--- src/rtl/seq_shift_mul.sv ---
module seq_shift_mul #(
  parameter int W = 32
) (
  input  logic         clk,
  input  logic         rst_n,
  input  logic         start,
  input  logic [W-1:0] a,
  input  logic [W-1:0] b,
  input  logic         sgn,
  output logic         busy,
  output logic         done,
  output logic [W-1:0] hi,
  output logic [W-1:0] lo
);
  localparam int CW = $clog2(W);
  localparam logic [CW-1:0] LAST_STEP = CW'(W - 1);

  typedef enum logic [1:0] {S_IDLE, S_RUN, S_NEG} st_t;

  st_t            st;
  logic [2*W-1:0] mcand;
  logic [W-1:0]   mplier;
  logic [CW-1:0]  step;
  logic           neg;

  wire a_neg = sgn & a[W-1];
  wire b_neg = sgn & b[W-1];
  wire [W-1:0] a_mag = a_neg ? (~a + 1'b1) : a;
  wire [W-1:0] b_mag = b_neg ? (~b + 1'b1) : b;
  wire accept  = start && (st == S_IDLE);
  wire zero_op = (a == '0) || (b == '0);

  wire [2*W-1:0] addend  = mplier[0] ? mcand : '0;
  wire [2*W-1:0] acc_sum = {hi, lo} + addend;
  wire           last    = (mplier[0] && (mplier[W-1:1] == '0)) || (step == LAST_STEP);

  wire [W-1:0] lo_neg = ~lo + 1'b1;
  wire [W-1:0] hi_neg = ~hi + {{(W-1){1'b0}}, (lo_neg == '0)};

  assign busy = (st != S_IDLE);

  always_ff @(posedge clk or negedge rst_n) begin
    if (!rst_n) begin
      st     <= S_IDLE;
      mcand  <= '0;
      mplier <= '0;
      step   <= '0;
      neg    <= 1'b0;
      hi     <= '0;
      lo     <= '0;
      done   <= 1'b0;
    end else begin
      done <= 1'b0;
      case (st)
        S_IDLE: begin
          if (accept) begin
            hi  <= '0;
            lo  <= '0;
            neg <= a_neg ^ b_neg;
            if (zero_op) begin
              done <= 1'b1;
            end else begin
              mcand  <= {{W{1'b0}}, b_mag};
              mplier <= a_mag;
              step   <= '0;
              st     <= S_RUN;
            end
          end
        end
        S_RUN: begin
          {hi, lo} <= acc_sum;
          mcand    <= mcand << 1;
          mplier   <= mplier >> 1;
          step     <= step + 1'b1;
          if (last) begin
            if (neg) begin
              st <= S_NEG;
            end else begin
              st   <= S_IDLE;
              done <= 1'b1;
            end
          end
        end
        S_NEG: begin
          hi   <= hi_neg;
          lo   <= lo_neg;
          st   <= S_IDLE;
          done <= 1'b1;
        end
        default: st <= S_IDLE;
      endcase
    end
  end
endmodule

--- config.mk ---
export PLATFORM = sky130hd
export DESIGN_NAME = seq_shift_mul
export DESIGN_NICKNAME = d
export VERILOG_FILES = /design/src/rtl/seq_shift_mul.sv
export SDC_FILE = /design/constraint.sdc
export NUM_CORES = 1
export LEC_CHECK = 0
export CORE_MARGIN = 4
export CORE_UTILIZATION = 45
export CTS_CLUSTER_DIAMETER = 30
export DETAILED_ROUTE_END_ITERATION = 8
export PLACE_DENSITY_LB_ADDON = 0.12
export SLEW_MARGIN = 20
export SYNTH_ARGS = -nofsm -noshare
export SYNTH_HDL_FRONTEND = slang
export SYNTH_SLANG_ARGS = --single-unit
--- constraint.sdc ---
create_clock -name clk -period 5.7 [get_ports clk]
set_clock_uncertainty 0.1 [all_clocks]
set_input_delay 0.855 -clock clk [delete_from_list [all_inputs] [get_ports clk]]
set_output_delay 0.855 -clock clk [all_outputs]
set_load 0.005 [all_outputs]
==> impl_metrics.csv, run 1 <==
group,metric,value,unit
pwr,p_total,7.00,mW
worst_setup_path,worstPathArrival,5.86,ns
grt,grt_remaining_overflow,0,
grt,grt_use_total,26.9,%
clocking,cts_sinks,169,
clocking,numCtsBuffers,17,
logic_synthesis,syn_area_per_cell,7.40,um2
worst_setup_path,reg2reg_slack,0.06,ns
timing,hold_viol,0,
clocking,clk_path_buf_depth,2,
worst_setup_path,worstSetupEndpointType,"flop",
floorplanning,die_area,0.0354,mm2
layout,diodes,0,
logic_synthesis,yosys_warnings,0,
pwr,clockPowerShare,17.4,%
worst_setup_path,start_kind,"flop",
timing,rsz0062_at_grt,"yes",
worst_setup_path,worst-path-max-fanout,4,
floorplanning,coreArea,0.0318,mm2
timing,finalWorstSetupSlack,0.0570,ns
worst_setup_path,required,5.92,ns
layout,final_util,54.9,%
place,dp_slack,-0.0861,ns
logic_synthesis,ys_ff_latch,169,
drt,drt_iter0_markers,1477,
logic_synthesis,yosysSeqAreaShare,29.0,%
worst_setup_path,crit_type,"reg2reg",
floorplanning,die_x,188,um
pwr,vdd_drop_max,0.329,mV
layout,final_common_cell,"nand2_1",
clocking,cts_tree,"done",
timing,max_slew.worst_pin.slew,1.14,ns
grt,grt_pass1_wl,77300,um
pwr,switching_share,46.0,%
drt,wl_per_cell,19.3,um
worst_setup_path,crit_top_cell,"or3_4",
place,place_hpwl,36400,um
timing,final-max-slew-violation-count,0,
layout,drive_gt1_share,7.55,%
layout,layout_common_cells,"268 x nand2_1, 214 x o21ai_0, 204 x a21oi_1",
logic_synthesis,synth_edf_count,0,
clocking,clk_pin_slew,0.07,ns
run,drv_cap,0,
floorplanning,std_cell_rows,65,
timing,hold_ws,0.368,ns
layout,area_growth,19.5,%
timing,relSlewSlack,23.9,%
logic_synthesis,postSynth.asyncResetShare,100,%
grt,grt_pass1_vias,13881,
worst_setup_path,critPathMaxStageDelay,0.57,ns
place,place_inst,2505,
floorplanning,die_h,188,um
worst_setup_path,critPathBufInv,1,
pwr,internal_power,3.78,mW
clocking,cts_hold_buffers,0,
timing,max_freq,177,MHz
place,place_area,0.0167,mm2
logic_synthesis,netlist_area,0.0146,mm2
pwr,p_seq_share,25.9,%
drt,drtPass1Iterations,6,
layout,fin_cells,2542,
drt,vias,15299,
worst_setup_path,crit_family,"simple AND/OR/NAND/NOR gates",
layout,layout.nets,2239,
outcome,outcome,"complete, no violations",
timing,setup_viol,0,
grt,antenna_found_initial,0,
worst_setup_path,path_cells,"or3_4 > or3b_4 > or4_4 > or3_4 > or3_4 > o21ai_2 > o21ai_2 > nor4_2 > buf_4 > ha_4 > ha_4 > or3b_4 > nor3_4 > nand4_1 > nor4b_4 > nand2_1 > or3_1 > a221o_1 > a211oi_2 > o31ai_1",
logic_synthesis,synth_fp_nets,2119,
drt,via_per_inst,6.02,
pwr,p_leak,7.59,nW
clocking,clock_latency,0.45,ns
logic_synthesis,netlist_instances,1974,
drt,drc_errors,0,
logic_synthesis,synth-main-ff-cell,"dfrtp_1",
drt,finalWirelength,49000,um
min_path,hp-class,"in2async",
pwr,p_per_area,401,mW/mm2
pwr,p_comb_share,56.8,%
place,routabilityCongestion,0.975,
layout,final_area,0.0174,mm2
grt,grt_start_max_net_pins,93,
timing,fin_setup_tns,0,ns
place,portBuffers,133,
floorplanning,io_pins,134,
logic_synthesis,ys_types,69,
timing,period_needed,5.64,ns
worst_setup_path,critical-path-slowest-cell,"or4_4",
clocking,htree_num_levels,4,
floorplanning,start_util,45.9,%
timing,min_period_over_period,99.0,%
pwr,p_sw,3.22,mW
clocking,cts-root-buf,"clkbuf_16",
drt,drtAntennaViolNets,0,
[cell type report]
cell class | instances | area [um2]
timing repair buffer | 219 | 2020
tap | 435 | 544
clock buffer | 20 | 457
inverter | 36 | 135
multi-input combinational | 1651 | 9930
fill | 3038 | 14400
sequential | 169 | 4230
clock inverter | 12 | 134
[state kept, by name, indices dropped and copies added, names as in the netlist]
name    count
lo         32
done        1
mplier     32
step        5
hi         32
st          2
neg         1
mcand      64
[cells by family after synthesis]
kind of cell,count (synthesis),synth area share (%)
XOR/XNOR,106,6.36
flip-flops,169,29.0
adder cells (fa/ha/maj),77,6.65
AO/OA/AOI/OAI,634,25.6
buffers and inverters,154,4.23
AND/OR/NAND/NOR,824,27.5
multiplexers,10,0.686
[per-layer routing]
metal	part of all wire [%]	track usage [%]	wire, um	vias up
li1	-	-	-	7409
met1	47	40.2	23100	7233
met2	43	40.6	21200	595
met3	8.0	4.99	3940	62
met4	1.5	5.45	725	0
met5	0	0	0	-
[synth_stat cells, types with 4 or more instances]
master	count	share of area (%)
xor2_1	46	2.8
a22oi_1	30	1.5
o21ai_1	9	0.31
o21a_1	8	0.41
and3_1	19	0.81
clkbuf_1	97	2.5
buf_2	14	0.48
o21bai_1	9	0.46
and2_1	71	3.0
nand3_1	68	2.3
or2_2	5	0.21
a221o_1	7	0.48
nor3b_1	7	0.36
nand2b_1	8	0.34
nor4_1	27	1.2
nor2_1	164	4.2
nor4b_1	5	0.30
nand4_1	33	1.4
nand2_1	268	6.9
a21boi_0	4	0.21
o211ai_1	10	0.51
inv_1	34	0.87
or3_1	37	1.6
o22ai_1	6	0.26
a21oi_1	206	7.1
or4_1	13	0.67
a211oi_1	8	0.41
ha_1	76	6.5
o221ai_1	10	0.60
dfrtp_1	169	29
nor2b_1	7	0.30
o31ai_1	22	1.1
nor3_1	67	2.3
mux2i_1	10	0.69
and4_1	8	0.48
a31oi_1	21	0.90
xnor2_1	60	3.6
o41ai_1	8	0.48
o21ai_0	215	7.4
a21o_1	35	1.8
[power groups by stage]
stage	logic [mW]	clock network [mW]	registers [mW]
3_5_place_dp	3.83	0	1.83
3_3_place_gp	3.79	0	1.81
4_1_cts	3.87	1.23	1.81
5_1_grt	4.37	1.29	1.86
6_report	3.97	1.22	1.81
2_1_floorplan	2.47	0	1.74
[worst paths after layout]
path,from,to,depth (start not counted)
min in group clk,mcand[63],mcand[63],2
hold / removal,rst_n,lo[16],1
hold reg to reg,mcand[63],mcand[63],2
setup / recovery,lo[11],hi[30],20
setup reg to reg,lo[11],hi[30],20
max in group asynchronous,rst_n,mcand[46],2
[timing repair]
item / 4_1_cts / 5_1_grt
setup endpoints to repair: 3 / 11
pin swaps: 5 / 10
buffers inserted: 1 / 4
gates resized for setup: 4 / 20
Note: power is estimated with default switching activity, not from simulation.
==> run 2, diff against run 1 <==
CELL_PAD_IN_SITES_DETAIL_PLACEMENT = 1   (was not set)
CELL_PAD_IN_SITES_GLOBAL_PLACEMENT = 2   (was not set)
CORE_UTILIZATION = 31   (was 45)
==> run 2 against run 1 <==
  * Sequential power is essentially flat
  * Critical path depth up 1
  * Utilization shrank 17 points
  * Clock power rose by 3%
  * Final cell count grew 7.3%
  * Wire length up 18%
  * Sequential cell count stayed put
  * Register-to-register slack worse by 0.05 ns
  * Global-route usage fell by 4.1 points
  * Via count up 0.58%
  * Combinational power grew 5.5%
  * Sequential share of layout area is 0.54 points lower
  * Largest cell class unchanged
  * Highest routed layer unchanged
==> impl_metrics.csv, run 2 (synthesized netlist as in run 1, its figures left out) <==
group,metric,value,unit
worst_setup_path,start_kind,"flop",
drt,drt_iter0_markers,956,
worst_setup_path,reg2regPathDepth,21,
drt,wl_per_cell,21.2,um
place,routabilityCongestion,0.869,
worst_setup_path,worstSetupEndpointType,"flop",
clocking,cts_sinks,169,
timing,period_needed,5.70,ns
drt,drtPass1Iterations,5,
floorplanning,io_pins,134,
drt,drc_errors,0,
layout,layout_common_cells,"267 x nand2_1, 209 x o21ai_0, 205 x a21oi_1",
place,dp_slack,-0.138,ns
grt,grt_pass1_vias,15847,
clocking,clock_latency,0.50,ns
floorplanning,die_area,0.0506,mm2
timing,setup_viol,0,
drt,drtAntennaViolNets,0,
timing,relSlewSlack,40.2,%
clocking,clk_pin_slew,0.07,ns
clocking,numCtsBuffers,17,
clocking,cts_tree,"done",
layout,final_common_cell,"nand2_1",
outcome,outcome,"complete, no violations",
pwr,p_per_area,407,mW/mm2
worst_setup_path,worstPathArrival,5.96,ns
min_path,hp-class,"in2async",
pwr,vdd_drop_max,0.313,mV
run,drv_cap,0,
floorplanning,start_util,31.4,%
grt,grt_start_max_net_pins,109,
pwr,p_leak,7.67,nW
clocking,clk_path_buf_depth,2,
grt,grt_remaining_overflow,0,
clocking,htree_num_levels,4,
clocking,cts-root-buf,"clkbuf_16",
grt,antenna_found_initial,1,
layout,final_area,0.0178,mm2
drt,finalWirelength,57900,um
timing,max_slew.worst_pin.slew,0.893,ns
floorplanning,die_h,225,um
timing,hold_viol,0,
place,portBuffers,133,
layout,drive_gt1_share,8.68,%
layout,area_growth,22.2,%
worst_setup_path,required,5.96,ns
timing,rsz0062_at_grt,"yes",
layout,layout.nets,2253,
worst_setup_path,crit_type,"reg2reg",
layout,final_util,38.3,%
timing,max_freq,176,MHz
layout,diodes,0,
drt,via_per_inst,5.64,
layout,largest_reg_flops,64,
timing,fin_setup_tns,0,ns
timing,finalWorstSetupSlack,0.00256,ns
floorplanning,coreArea,0.0466,mm2
worst_setup_path,worst-path-max-fanout,4,
timing,final-max-slew-violation-count,0,
grt,grt_pass1_wl,91400,um
grt,grt_use_total,22.8,%
clocking,cts_hold_buffers,0,
timing,hold_ws,0.264,ns
floorplanning,die_x,225,um
drt,vias,15387,
place,place_hpwl,43500,um
layout,top_register,"mcand",
place,place_area,0.0170,mm2
timing,min_period_over_period,100,%
floorplanning,std_cell_rows,79,
==> run 2: cell count changes in the layout (fill, tap and decap cells not counted), moves of 2 or more <==
cell and delta:
o21ai_1 +4, buf_4 +14, o21ai_0 -5, inv_6 +2, or3_1 -3, or3_4 +3
==> run 2: final timing paths <==
| kind | start | end | slack [ns] |
|---|---|---|---|
| setup / recovery | lo[18] | hi[20] | 0.003 |
| hold / removal | rst_n | lo[1] | 0.26 |
| setup reg to reg | lo[18] | hi[20] | 0.003 |
| hold reg to reg | step[4] | step[4] | 0.39 |
| max in group asynchronous | rst_n | mplier[7] | 4.15 |
| min in group clk | step[4] | step[4] | 0.39 |
==> run 2: what timing repair did <==
| item | in CTS | in global routing |
|---|---|---|
| pin swaps | 0 | 10 |
| gates cloned | 0 | 0 |
| endpoints found under the setup margin | 6 | 9 |
| resized for setup | 12 | 29 |
| setup buffers | 1 | 5 |
==> run 2: layer usage <==
metal  wire (um)  part of all wire (%)  GRT usage (%)  vias up
li1            -                     -              -     7426
met4        1110                   1.9           5.47        0
met1       27700                    48           31.7     7594
met5           0                     0              0        -
met3        2420                   4.2           4.25       66
met2       26700                    46           36.7      301
==> run 2: where the power goes <==
part           leakage, nW  total (mW)  internal (mW)  switching, mW
registers             2.25        1.81           1.51          0.306
clock network        0.295        1.26          0.668          0.588
logic                 5.13        4.19           1.68           2.51
==> run 2: layout make-up <==
type / instances / area (um2)
Clock inverter: 14 / 163
Sequential cell: 169 / 4230
Timing Repair Buffer: 233 / 2120
Fill cell: 5660 / 28700
Multi-Input combinational cell: 1651 / 9990
Inverter: 36 / 135
Tap cell: 607 / 759
Clock buffer: 18 / 439
==> run 2: critical path: stages (launching register included) <==
cell and delay, ns:
dfrtp_1 0.39, or3_4 0.40, or4_4 0.43, or4_4 0.52, or3_4 0.36, or3_4 0.35, o21ai_2 0.14, o21ai_2 0.09
nor4_4 0.18, ha_2 0.26, ha_4 0.14, or3b_4 0.40, nor3_4 0.20, buf_4 0.15, buf_6 0.10, nand3_4 0.06
or3_4 0.40, or3b_4 0.41, nor3_2 0.16, nor3_1 0.07, a21oi_1 0.16, o211ai_1 0.10
==> run 2: through the flow <==
| stage | instances | power (mW) |
|---|---|---|
| final | 2728 | 7.26 |
| after global routing | 2728 | 7.88 |
| after CTS | 2723 | 7.25 |
| after detailed placement | 2690 | 5.87 |
| after global placement | 2690 | 5.78 |
| after floorplan | 1974 | 4.21 |
